[src/rtl/ecc_pkg.sv]
package ecc_pkg;
  localparam int BLK_BYTES = 512;
  localparam int IDX_W     = $clog2(BLK_BYTES);
  localparam int PAIRS     = IDX_W + 3;
  localparam int CODE_W    = 2 * PAIRS;

  typedef logic [CODE_W-1:0] code_t;

  typedef enum logic [1:0] {
    VERD_CLEAN  = 2'd0,
    VERD_FIXED  = 2'd1,
    VERD_CODE   = 2'd2,
    VERD_BROKEN = 2'd3
  } verdict_e;

  typedef enum logic [2:0] {
    PH_IDLE, PH_DATA, PH_EMIT, PH_TAKE, PH_REPORT
  } phase_e;

  // Fold one byte at index idx into the running parity pairs.
  function automatic code_t code_step(input code_t c, input logic [IDX_W-1:0] idx,
                                      input logic [7:0] d);
    code_t      n;
    logic       p;
    logic [7:0] m;
    n = c;
    p = ^d;
    for (int j = 0; j < 3; j++) begin
      m = (j == 0) ? 8'hAA : ((j == 1) ? 8'hCC : 8'hF0);
      n[2*j+1] = n[2*j+1] ^ (^(d & m));
      n[2*j]   = n[2*j]   ^ (^(d & ~m));
    end
    for (int k = 0; k < IDX_W; k++) begin
      if (idx[k]) n[7+2*k] = n[7+2*k] ^ p;
      else        n[6+2*k] = n[6+2*k] ^ p;
    end
    return n;
  endfunction
endpackage

[src/rtl/ecc_accum.sv]
module ecc_accum
  import ecc_pkg::*;
(
  input  logic       clk,
  input  logic       rst_n,
  input  logic       clr,
  input  logic       en,
  input  logic [7:0] data,
  output code_t      code_nxt,
  output logic       blk_end
);
  logic [IDX_W-1:0] cnt_q, cnt_n;
  code_t            acc_q, acc_n;

  assign code_nxt = code_step(acc_q, cnt_q, data);
  assign blk_end  = (cnt_q == IDX_W'(BLK_BYTES - 1));

  always_comb begin
    cnt_n = cnt_q;
    acc_n = acc_q;
    if (clr) begin
      cnt_n = '0;
      acc_n = '0;
    end else if (en) begin
      cnt_n = cnt_q + 1'b1;
      acc_n = blk_end ? '0 : code_nxt;
    end
  end

  always_ff @(posedge clk or negedge rst_n) begin
    if (!rst_n) begin
      cnt_q <= '0;
      acc_q <= '0;
    end else begin
      cnt_q <= cnt_n;
      acc_q <= acc_n;
    end
  end
endmodule

[src/rtl/ecc_codebuf.sv]
module ecc_codebuf
  import ecc_pkg::*;
#(
  parameter int MAX_BLK = 4,
  localparam int BLK_W  = (MAX_BLK > 1) ? $clog2(MAX_BLK) : 1
) (
  input  logic                    clk,
  input  logic                    rst_n,
  input  logic                    calc_we,
  input  logic [BLK_W-1:0]        calc_idx,
  input  code_t                   calc_val,
  input  logic                    stor_we,
  input  logic [BLK_W-1:0]        ptr_blk,
  input  logic [1:0]              ptr_sel,
  input  logic [7:0]              stor_byte,
  output logic [7:0]              rd_byte,
  output code_t [MAX_BLK-1:0]     calc_all,
  output code_t [MAX_BLK-1:0]     stor_all
);
  code_t [MAX_BLK-1:0] calc_q, stor_q;
  code_t               sel_word;

  assign calc_all = calc_q;
  assign stor_all = stor_q;
  assign sel_word = calc_q[ptr_blk];

  always_comb begin
    case (ptr_sel)
      2'd0:    rd_byte = sel_word[7:0];
      2'd1:    rd_byte = sel_word[15:8];
      default: rd_byte = sel_word[23:16];
    endcase
  end

  always_ff @(posedge clk or negedge rst_n) begin
    if (!rst_n) begin
      calc_q <= '0;
      stor_q <= '0;
    end else begin
      if (calc_we) calc_q[calc_idx] <= calc_val;
      if (stor_we) begin
        case (ptr_sel)
          2'd0:    stor_q[ptr_blk][7:0]   <= stor_byte;
          2'd1:    stor_q[ptr_blk][15:8]  <= stor_byte;
          default: stor_q[ptr_blk][23:16] <= stor_byte;
        endcase
      end
    end
  end
endmodule

[src/rtl/ecc_classify.sv]
module ecc_classify
  import ecc_pkg::*;
(
  input  code_t            calc,
  input  code_t            stored,
  output verdict_e         verdict,
  output logic [IDX_W-1:0] loc_byte,
  output logic [2:0]       loc_bit
);
  code_t            syn;
  logic             all_split;
  logic [PAIRS-1:0] odd;

  assign syn = calc ^ stored;

  always_comb begin
    all_split = 1'b1;
    for (int n = 0; n < PAIRS; n++) begin
      odd[n]    = syn[2*n+1];
      all_split = all_split & (syn[2*n+1] ^ syn[2*n]);
    end
  end

  always_comb begin
    verdict  = VERD_BROKEN;
    loc_byte = '0;
    loc_bit  = '0;
    if (syn == '0) begin
      verdict = VERD_CLEAN;
    end else if (all_split) begin
      verdict  = VERD_FIXED;
      loc_bit  = odd[2:0];
      loc_byte = odd[PAIRS-1:3];
    end else if ($countones(syn) == 1) begin
      verdict = VERD_CODE;
    end
  end
endmodule

[src/rtl/ecc_page.sv]
module ecc_page
  import ecc_pkg::*;
#(
  parameter int MAX_BLK = 4,
  localparam int BLK_W  = (MAX_BLK > 1) ? $clog2(MAX_BLK) : 1
) (
  input  logic                   clk,
  input  logic                   rst_n,
  input  logic                   start,
  input  logic [8:0]             start_ofs,
  input  logic                   rd_mode,
  input  logic                   last_blk,
  input  logic                   byte_vld,
  input  logic [7:0]             byte_data,
  input  logic                   code_in_vld,
  input  logic [7:0]             code_in,
  output logic                   code_out_vld,
  output logic [7:0]             code_out,
  output logic                   blk_done,
  output logic [23:0]            blk_code,
  output logic                   stat_vld,
  output logic [2*MAX_BLK-1:0]   stat,
  output logic [9*MAX_BLK-1:0]   err_byte,
  output logic [3*MAX_BLK-1:0]   err_bit
);
  phase_e           ph_q, ph_n;
  logic             rd_q, rd_n;
  logic [BLK_W-1:0] blk_q, blk_n, last_q, last_n, pb_q, pb_n;
  logic [1:0]       ps_q, ps_n;
  logic             acc_clr, acc_en, blk_end, step, ptr_end, done_n;
  code_t            code_nxt, blk_code_q;
  logic             blk_done_q;
  code_t [MAX_BLK-1:0] calc_all, stor_all;

  assign acc_en  = (ph_q == PH_DATA) && byte_vld;
  assign done_n  = acc_en && blk_end;
  assign ptr_end = (pb_q == last_q) && (ps_q == 2'd2);

  ecc_accum u_accum (
    .clk(clk), .rst_n(rst_n), .clr(acc_clr), .en(acc_en), .data(byte_data),
    .code_nxt(code_nxt), .blk_end(blk_end)
  );

  ecc_codebuf #(.MAX_BLK(MAX_BLK)) u_buf (
    .clk(clk), .rst_n(rst_n),
    .calc_we(done_n), .calc_idx(blk_q), .calc_val(code_nxt),
    .stor_we((ph_q == PH_TAKE) && code_in_vld), .ptr_blk(pb_q), .ptr_sel(ps_q),
    .stor_byte(code_in), .rd_byte(code_out),
    .calc_all(calc_all), .stor_all(stor_all)
  );

  always_comb begin
    ph_n    = ph_q;
    rd_n    = rd_q;
    blk_n   = blk_q;
    last_n  = last_q;
    pb_n    = pb_q;
    ps_n    = ps_q;
    acc_clr = 1'b0;
    step    = 1'b0;
    case (ph_q)
      PH_IDLE: begin
        if (start && (start_ofs == '0)) begin
          ph_n    = PH_DATA;
          rd_n    = rd_mode;
          blk_n   = '0;
          acc_clr = 1'b1;
        end
      end
      PH_DATA: begin
        if (done_n) begin
          if (last_blk || (blk_q == BLK_W'(MAX_BLK - 1))) begin
            last_n = blk_q;
            pb_n   = '0;
            ps_n   = '0;
            ph_n   = rd_q ? PH_TAKE : PH_EMIT;
          end else begin
            blk_n = blk_q + 1'b1;
          end
        end
      end
      PH_EMIT: begin
        step = 1'b1;
        if (ptr_end) ph_n = PH_IDLE;
      end
      PH_TAKE: begin
        if (code_in_vld) begin
          step = 1'b1;
          if (ptr_end) ph_n = PH_REPORT;
        end
      end
      default: ph_n = PH_IDLE;
    endcase
    if (step) begin
      if (ps_q == 2'd2) begin
        ps_n = '0;
        pb_n = pb_q + 1'b1;
      end else begin
        ps_n = ps_q + 1'b1;
      end
    end
  end

  always_ff @(posedge clk or negedge rst_n) begin
    if (!rst_n) begin
      ph_q       <= PH_IDLE;
      rd_q       <= 1'b0;
      blk_q      <= '0;
      last_q     <= '0;
      pb_q       <= '0;
      ps_q       <= '0;
      blk_done_q <= 1'b0;
      blk_code_q <= '0;
    end else begin
      ph_q       <= ph_n;
      rd_q       <= rd_n;
      blk_q      <= blk_n;
      last_q     <= last_n;
      pb_q       <= pb_n;
      ps_q       <= ps_n;
      blk_done_q <= done_n;
      if (done_n) blk_code_q <= code_nxt;
    end
  end

  assign blk_done     = blk_done_q;
  assign blk_code     = blk_code_q;
  assign code_out_vld = (ph_q == PH_EMIT);
  assign stat_vld     = (ph_q == PH_REPORT);

  for (genvar b = 0; b < MAX_BLK; b++) begin : g_blk
    verdict_e         v;
    logic [IDX_W-1:0] lb;
    logic [2:0]       lt;
    logic             used;
    ecc_classify u_cls (
      .calc(calc_all[b]), .stored(stor_all[b]),
      .verdict(v), .loc_byte(lb), .loc_bit(lt)
    );
    assign used              = (BLK_W'(b) <= last_q);
    assign stat[2*b +: 2]    = used ? v  : VERD_CLEAN;
    assign err_byte[9*b +: 9] = used ? lb : '0;
    assign err_bit[3*b +: 3]  = used ? lt : '0;
  end
endmodule

[config.mk]
export PLATFORM = sky130hd
export DESIGN_NAME = ecc_page
export DESIGN_NICKNAME = d
export VERILOG_FILES = /design/src/rtl/ecc_pkg.sv /design/src/rtl/ecc_accum.sv /design/src/rtl/ecc_codebuf.sv /design/src/rtl/ecc_classify.sv /design/src/rtl/ecc_page.sv
export SDC_FILE = /design/constraint.sdc
export NUM_CORES = 1
export LEC_CHECK = 0
export BUFFER_PORTS_ARGS = -buffer_cell sky130_fd_sc_hd__buf_2
export CAP_MARGIN = 20
export CORE_UTILIZATION = 30
export CTS_BUF_LIST = sky130_fd_sc_hd__clkbuf_4 sky130_fd_sc_hd__clkbuf_8
export DETAILED_ROUTE_END_ITERATION = 16
export PLACE_DENSITY = 0.48
export SLEW_MARGIN = 20
export SYNTH_ARGS = -nofsm -noshare
export SYNTH_HDL_FRONTEND = slang
export SYNTH_HIERARCHICAL = 1
export SYNTH_SLANG_ARGS = --single-unit
[constraint.sdc]
create_clock -name clk -period 5.7 [get_ports clk]
set_input_delay 0.285 -clock clk [delete_from_list [all_inputs] [get_ports clk]]
set_output_delay 0.285 -clock clk [all_outputs]
set_load 0.03 [all_outputs]
==> flow_summary.toml, run 1 <==
[run_status]
status = "completed"

[yosys]
synth_cells = 1467
syn_area_um2 = 17100
synth.avg_cell_area_um2 = 11.6
synth_ff_type = "dfrtp_1"
synth-edff-count = 0
ys_ff_latch = 262
async_flop_share_pct = 100
synth_nets = 1658
yosys_warnings = 6
seq_area_frac_synth_pct = 38.4
synthDistinctLibCells = 58

[timing]
final-hold-violation-count = 0
slew_headroom_pct = 20.5
max_freq_ghz = 0.183
worst_slew_pin_slew_ns = 1.18
slew_violations = 0
post-route-period-util_pct = 95.8
setup_viol_count_final = 0
setup_ws_ns = 0.242
timing.final.crit_period_ns = 5.46
skew_ns = 0.0306

[routing]
vias_per_cell = 4.79
wl_per_cell_um = 21.1
wl_met3_um = 2520
wl_met2_um = 24200
drt_iter0_drc = 639
num_vias = 11400
drc = 0
topRoutingLayerUsed = "met5"
wl_met1_um = 22800
drtPass1Iterations = 5
antenna_left = 0
routed_wl_um = 50300

[worst_setup_path]
critPathLaunchType = "flip-flop"
cp_slowest_cell = "fa_1"
critPathKind = "reg -> out"
cp.arrival_ns = 5.17
max_stage_delay_ns = 0.53
required_ns = 5.41
cp_max_fo = 3
cp-end-kind = "primary output"
crit_top_cell = "fa_1"
crit_chain = "xnor2_2, ha_4, fa_1, inv_1, fa_1, fa_1, inv_1, fa_1, inv_1, fa_1, inv_1, fa_1, nor3_2, a41oi_1, and3_1, buf_2"

[clock_tree]
cts_tree = "yes"
clock_path_buffers = 3
clk_latency_ns = 0.59
cts_root_buf = "clkbuf_8"
cts_made_buffers = 46
clock-sinks = 262
htreeDepth = 2
clk_pin_slew_ns = 0.06

[place]
portBuffers = 122
hpwl_um = 37200
place_ws_ns = 0.570
gp_congestion = 0.890

[floorplan]
ios = 123
core_um2 = 56300
fp.dieW_um = 241
rows = 87
die_y_um = 241
dieArea_um2 = 57800
initial_utilization_pct = 30.3

[final_layout]
nets = 1790
fillers = 5682
diodes = 0
drive_gt1_share_pct = 34.4
syn2layout_area_growth_pct = 16.1

[power]
p_int_mw = 3.07
p_seq_share_pct = 44.9
p_switching_mw = 1.21
powerDensity_nw_per_um2 = 216
combPwrFrac_pct = 11.8
leakagePower_nw = 9.74
clockPowerShare_pct = 43.4
power_mw = 4.28
ir_drop_mv = 0.154
switching_share_pct = 28.3

[global_route]
grt_pass1_vias = 11600
grt_pass1_wl_um = 74600
antenna_found_initial = 5
grt_max_degree = 158
grtUsageTotal_pct = 17.5
overflow = 0

[flow_run]
drv_cap = 0

[min_path]
hold_path_class = "in -> reg"
-- cell usage after synthesis (3+ instances only) --
cell	n	area, um^2
mux2i_1	21	210
xor2_1	33	289
clkbuf_1	32	120
dfrtp_1	262	6560
nor2b_1	43	269
a21oi_1	7	35.0
nand2b_1	15	93.8
o22ai_1	13	81.3
or3_4	4	45.0
nor2_2	3	18.8
nand2_1	26	97.6
nor3_2	22	220
nand4b_1	10	87.6
ha_1	91	1140
inv_1	162	608
or3_1	5	31.3
fa_1	68	1360
nor2_1	33	124
o21ai_1	3	15.0
nand4b_2	3	45.0
nand3_1	21	105
buf_2	21	105
mux2_4	24	360
a22o_1	8	70.1
o21ai_0	20	100
o31ai_1	10	75.1
o211ai_1	10	75.1
buf_4	6	45.0
and3_1	17	106
mux2_2	210	2360
or4_1	9	67.6
nand3b_1	15	113
xnor2_1	109	955
nor3_1	35	175
and2_1	14	87.6
a31oi_1	9	56.3
buf_6	12	135
mux4_2	8	180
nand4_1	26	163
a41oi_1	4	35.0
-- registers in the layout, summed over array words and instances, names as in the netlist --
register and cells:
last_q 2, blk_done 1, u_buf/calc_all 96, blk_q 2, ps_q 2, u_accum/cnt_q 9, blk_code 24, ph_q 3
u_accum/acc_q 24, pb_q 2, u_buf/stor_all 96, rd_q 1
-- worst max-delay path, delay by kind of cell (launching register included) --
family / cells / cell delay, ns
flops: 1 / 0.40
simple gates: 2 / 0.38
compound gates: 1 / 0.13
buf+inv: 5 / 0.41
fa+ha+maj: 7 / 3.02
xor+xnor: 1 / 0.28
-- area by class of cell --
class                      instances  area (um^2)  share of cell area [%]
tap                              756          946                    4.77
clock inverter                     5         70.1                   0.353
inverter                         162          608                    3.07
clock buffer                      76          915                    4.61
timing repair buffer             157          910                    4.59
multi-input combinational        970         9820                    49.5
sequential                       262         6560                    33.1
-- path summary, 6_finish.rpt --
check	startpoint	to	slack (ns)	cells past startpoint
worst min register to register	rd_q	rd_q	0.50	1
worst max register to register	ph_q[0]	u_buf/calc_all[13]	2.75	8
worst max-delay path	u_buf/calc_all[79]	stat[6]	0.24	16
worst min-delay path	start_ofs[5]	ph_q[0]	0.12	4
max in group asynchronous	rst_n	u_buf/calc_all[29]	3.92	3
min in group asynchronous	rst_n	blk_code[9]	0.36	2
-- power by group through the flow --
stage / clock [mW] / combinational (mW) / sequential [mW]
global placement: 0 / 0.495 / 1.95
CTS: 1.91 / 0.506 / 1.92
floorplan: 0 / 0.240 / 1.94
detailed placement: 0 / 0.504 / 1.95
global route: 1.99 / 0.542 / 1.92
finish: 1.85 / 0.503 / 1.92
-- cells in the final DEF, fill, tap and decap left out, drive strengths merged, types with 13 or more instances in the layout --
cell type	instances
and2	14
and3	18
buf	154
clkbuf	76
dfrtp	262
fa	68
ha	91
inv	163
mux2	235
mux2i	21
nand2	26
nand2b	15
nand3	22
nand3b	16
nand4	28
nand4b	13
nor2	36
nor2b	43
nor3	57
o21ai	23
o22ai	13
xnor2	110
xor2	35
-- timing repair --
action	4_1_cts	5_1_grt
hold endpoints to repair	107	0
gates cloned	0	0
setup buffers	0	15
pin swaps	0	17
setup endpoints to repair	1	4
hold buffers	3	0
gates resized for setup	2	39
-- kinds of logic after synthesis --
group                    synth area share (%)
AND/OR/NAND/NOR                          11.7
XOR/XNOR                                 7.57
AO/OA/AOI/OAI                            3.39
adder cells (fa/ha/maj)                  14.6
multiplexers                             18.3
buffers and inverters                    5.98
flip-flops                               38.4
-- through the flow --
stage	std cells	setup TNS [ns]	area, um^2	hold slack, ns	util [%]
finish	2388	0	19800	0.122	35.2
detailed placement	2289	0	18400	0.431	32.7
CTS	2373	0	19400	0.101	34.5
floorplan	1467	0	17100	-0.0106	-
global route	2388	-0.0160	19800	0.131	35.2
global placement	2289	0	18400	0.436	32.7
-- metal layers --
metal  GRT usage, %  vias to the layer above
li1               -                     5250
met1           23.9                     5876
met2           29.0                      249
met3           3.04                       54
met4           3.57                        2
met5              0                        -
No activity file was read; power rests on OpenSTA's default activity.
==> inputs of run 2 (changes only) <==
- RECOVER_POWER: not set -> 25
==> flow_summary.toml, run 2 (same netlist as run 1, synthesis figures left out) <==
[global_route]
grt_max_degree = 158
overflow = 0
grtUsageTotal_pct = 17.5
grt_pass1_wl_um = 74600
antenna_found_initial = 5
grt_pass1_vias = 11600

[timing]
slew_violations = 106
setup_tns_ns = 0
worst_slew_pin_slew_ns = 2.83
slew_headroom_pct = -88.6
setup_viol_count_final = 0
final-hold-violation-count = 0
max_freq_ghz = 0.183
skew_ns = 0.0319
post-route-period-util_pct = 95.9
timing.final.crit_period_ns = 5.47

[power]
switching_share_pct = 28.4
p_switching_mw = 1.21
p_seq_share_pct = 44.8
combPwrFrac_pct = 11.8
ir_drop_mv = 0.156
clockPowerShare_pct = 43.3
p_int_mw = 3.07
powerDensity_nw_per_um2 = 216
leakagePower_nw = 9.61

[flow_run]
drv_cap = 1

[clock_tree]
clock-sinks = 262
cts_tree = "yes"
clk_latency_ns = 0.59
htreeDepth = 2
cts_root_buf = "clkbuf_8"
clock_path_buffers = 3
clk_pin_slew_ns = 0.06
cts_made_buffers = 46

[place]
portBuffers = 122
hpwl_um = 37200
gp_congestion = 0.890

[worst_setup_path]
cp_max_fo = 3
cp_top_family = "adder cells"
cp-end-kind = "primary output"
crit_top_cell = "fa_1"
crit_buf_inv = 4
max_stage_delay_ns = 0.54
cp_slowest_cell = "fa_1"
critPathKind = "reg -> out"
cp.arrival_ns = 5.18
critPathLaunchType = "flip-flop"
required_ns = 5.41
crit_chain = "xnor2_1, inv_1, ha_1, inv_1, fa_1, fa_1, fa_1, fa_1, inv_1, fa_1, o22ai_1, a41oi_2, nor2b_4, buf_6"

[min_path]
hold_path_class = "in -> reg"

[routing]
wl_per_cell_um = 21.1
drt_iter0_drc = 672
drc = 0
vias_per_cell = 4.80
routed_wl_um = 50300
antenna_left = 0
drtPass1Iterations = 5
num_vias = 11500

[final_layout]
syn2layout_area_growth_pct = 15.9
drive_gt1_share_pct = 32.8
fin_util_pct = 35.1
final_cell_mix = "dfrtp_1 (260), mux2_2 (210), inv_1 (162), buf_2 (95)"
layout_commonest_cell = "dfrtp_1"
nets = 1790

[floorplan]
fp.dieW_um = 241
die_y_um = 241
rows = 87
initial_utilization_pct = 30.3
core_um2 = 56300
ios = 123
dieArea_um2 = 57800

[run_status]
violations = "max-capacitance violations, max-slew violations"
status = "finished with violations"
[run 2: through the flow]
step	setup slack, ns	instances	hold slack (ns)	power, mW	cell area (um^2)
after floorplan	0.974	1467	-0.0106	2.18	17100
after detailed placement	0.570	2289	0.431	2.45	18400
after global placement	0.593	2289	0.436	2.44	18400
final	0.231	2389	0.160	4.28	19800
after CTS	0.00949	2373	0.101	4.33	19400
after global routing	-0.0160	2388	0.186	4.45	19800
[run 2: area by class of cell]
type                            instances  area [um^2]
Antenna cell                            1         2.50
Fill cell                            5701        36500
Multi-Input combinational cell        970         9810
Tap cell                              756          946
Inverter                              162          608
Sequential cell                       262         6560
Clock inverter                          5         70.1
Clock buffer                           76          915
Timing Repair Buffer                  157          868
[run 2: worst min-delay path, cell delays in order]
cell,delay [ns]
buf_2,0.10
o21ai_0,0.15
o21ai_0,0.18
[run 2: power groups by stage]
stage          logic [mW]  registers (mW)  clock network (mW)
3_5_place_dp        0.504            1.95                   0
4_1_cts             0.506            1.92                1.91
5_1_grt             0.541            1.92                1.99
2_1_floorplan       0.240            1.94                   0
6_report            0.506            1.92                1.85
3_3_place_gp        0.495            1.95                   0
[run 2: per-layer routing]
layer | vias to the layer above | global-route usage [%] | wire (um)
li1 | 5248 | - | -
met1 | 5922 | 23.9 | 23000
met2 | 249 | 29.0 | 24300
met3 | 52 | 3.04 | 2270
met4 | 2 | 3.57 | 721
met5 | - | 0 | 20
[run 2: timing repair]
item	4_1_cts	5_1_grt
hold buffers	3	0
resized for setup	2	39
buffers inserted	0	15
pin swaps	0	17
hold endpoints to repair	107	0
setup endpoints to repair	1	4
[run 2: path summary, 6_finish.rpt]
path | cells after the start | start | slack (ns) | endpoint
worst max-delay path | 14 | u_buf/calc_all[41] | 0.23 | stat[2]
worst max register to register | 8 | ph_q[0] | 2.75 | u_buf/calc_all[13]
worst min register to register | 1 | rd_q | 0.50 | rd_q
worst min-delay path | 3 | code_in_vld | 0.16 | ps_q[1]
min in group asynchronous | 2 | rst_n | 1.15 | u_accum/acc_q[1]
max in group asynchronous | 3 | rst_n | 2.60 | u_buf/calc_all[29]
==> inputs of run 3 (changes only) <==
- ABC_AREA: not set -> 1
==> flow_summary.toml, run 3 <==
[run_status]
status = "finished with violations"
violations = "max-capacitance violations, max-slew violations"

[timing]
skew_ns = 0.0194
final-hold-violation-count = 0
setup_ws_ns = 0.250
timing.final.crit_period_ns = 5.45
slew_violations = 265
hold_ws_ns = 0.0583
max_freq_ghz = 0.183
post-route-period-util_pct = 95.6
setup_viol_count_final = 0
slew_headroom_pct = -95.3
worst_slew_pin_slew_ns = 2.93
rsz0062_at_grt = "yes"
setup_tns_ns = 0

[floorplan]
die_y_um = 240
ios = 123
rows = 86
fp.dieW_um = 240
initial_utilization_pct = 30.6
core_um2 = 55600
dieArea_um2 = 57800

[global_route]
grt_use_met1_pct = 25.4
grt_max_degree = 150
grt_pass1_wl_um = 81300
global_route.peak_usage_layer = "met2"
grt_pass1_vias = 13700
overflow = 0
grtUsageTotal_pct = 18.8
met3_usage_pct = 2.53
use_met2_pct = 31.5
antenna_found_initial = 5

[power]
leakagePower_nw = 10.1
clockPowerShare_pct = 37.3
switching_share_pct = 35.0
ir_drop_mv = 0.169
p_int_mw = 3.32
combPwrFrac_pct = 21.6
p_switching_mw = 1.79
powerDensity_nw_per_um2 = 258
p_seq_share_pct = 41.1

[yosys]
ys_ff_latch = 262
yosysTopAreaCellShare_pct = 38.5
synthDistinctLibCells = 35
synth.avg_cell_area_um2 = 7.85
synth_ff_type = "dfrtp_1"
yosys-top-cells-area = "dfrtp_1 (38%), nand2_1 (16%), fa_1 (8.0%)"
yosys_warnings = 6
async_flop_share_pct = 100
synth_commonest_cells = "nand2_1 (724), inv_1 (314), dfrtp_1 (262)"
yosys.area.top_type = "dfrtp_1"
synth_cells = 2170
syn_area_um2 = 17000
synth_most_common_cell = "nand2_1"
seq_area_frac_synth_pct = 38.5
synth_nets = 2361
synth-edff-count = 0

[routing]
drtPass1Iterations = 8
drt_iter0_drc = 1007
routed_wl_um = 53700
wl_per_cell_um = 17.4
antenna_left = 0
drc = 0
num_vias = 13900
vias_per_cell = 4.51

[worst_setup_path]
required_ns = 5.41
cp.arrival_ns = 5.17
critPathKind = "reg -> out"
cp_max_fo = 3
cp-end-kind = "primary output"
critPathLaunchType = "flip-flop"

[clock_tree]
clock_path_buffers = 3
clk_latency_ns = 0.59
cts_tree = "yes"
htreeDepth = 2
clock-sinks = 262
cts_root_buf = "clkbuf_8"
cts_made_buffers = 48
clk_pin_slew_ns = 0.06

[place]
gp_congestion = 0.850
placed_cells = 2973
place_ws_ns = 0.672
hpwl_um = 39300
portBuffers = 122

[final_layout]
final_cell_mix = "nand2_1 (724), inv_1 (305), dfrtp_1 (262), o21ai_0 (174), nor2_1 (140)"
layout_commonest_cell = "nand2_1"
fillers = 5939
syn2layout_area_growth_pct = 16.1
fin_util_pct = 35.6
drive_gt1_share_pct = 15.5
nets = 2485
final_cells = 3078
diodes = 0

[flow_run]
drv_cap = 2

[min_path]
hold_path_class = "in -> reg"
## run 3: area by class of cell
type | count | area [um^2] | share of cell area, %
Clock inverter | 8 | 45.0 | 0.228
Timing Repair Buffer | 150 | 800 | 4.04
Tap cell | 748 | 936 | 4.73
Clock buffer | 78 | 980 | 4.95
Inverter | 322 | 1210 | 6.11
Sequential cell | 262 | 6560 | 33.1
Multi-Input combinational cell | 1510 | 9270 | 46.8
## run 3: power groups by stage
stage	Sequential, mW	Combinational, mW	Clock (mW)
4_1_cts	2.10	1.10	1.96
2_1_floorplan	2.10	0.639	0
3_5_place_dp	2.13	1.10	0
5_1_grt	2.12	1.21	2.04
6_report	2.10	1.11	1.91
3_3_place_gp	2.13	1.08	0
## run 3: worst max-delay path, cell delays in order (launching register included)
cell	delay, ns
dfrtp_1	0.41
xnor2_2	0.23
inv_1	0.07
ha_1	0.30
fa_1	0.49
inv_1	0.05
fa_1	0.46
fa_1	0.51
inv_1	0.05
fa_1	0.47
inv_1	0.05
fa_2	0.33
inv_2	0.07
fa_1	0.41
nor2_1	0.11
nand2_1	0.06
nor2_1	0.08
nand2_1	0.05
nand2_1	0.05
nand2_1	0.05
nand2_1	0.08
inv_1	0.04
buf_2	0.17
## run 3: worst paths after layout
check                              startpoint                  to  slack (ns)  cells after the start
max                        u_buf/calc_all[63]             stat[4]        0.25                     22
min                                  last_blk           last_q[1]        0.06                      5
max reg2reg                           ph_q[2]  u_buf/stor_all[77]        2.82                      8
min reg2reg                      blk_code[15]        blk_code[15]        0.47                      2
max in group asynchronous               rst_n    u_accum/acc_q[6]        1.00                      3
min in group asynchronous               rst_n   u_buf/stor_all[1]        1.15                      2
## run 3: per-layer routing
| layer | routed length [um] | up-vias |
|---|---|---|
| met2 | 25800 | 343 |
| met3 | 2780 | 63 |
| met1 | 23900 | 6662 |
| li1 | - | 6805 |
| met5 | 0 | - |
| met4 | 1170 | 0 |
## run 3: stage by stage
step / power, mW / cell area (um^2)
after detailed placement: 3.23 / 18300
after global routing: 5.37 / 19800
after CTS: 5.16 / 19300
final: 5.11 / 19800
after floorplan: 2.74 / 17000
after global placement: 3.20 / 18300
## run 3: repair_timing
action	CTS	global route
setup buffers	0	17
endpoints found under the hold margin	114	0
resized for setup	0	59
hold buffers	2	0
setup endpoints to repair	0	4
## run 3: cell families (layout without fill, tap and decap cells)
family | Yosys count | in the layout | synth area share, %
flip-flops | 262 | 262 | 38.5
adder cells (fa/ha/maj) | 159 | 159 | 14.7
AO/OA/AOI/OAI | 220 | 220 | 6.47
multiplexers | 1 | 1 | 0.0587
XOR/XNOR | 111 | 111 | 5.70
AND/OR/NAND/NOR | 1019 | 1019 | 25.2
buffers and inverters | 398 | 558 | 9.43
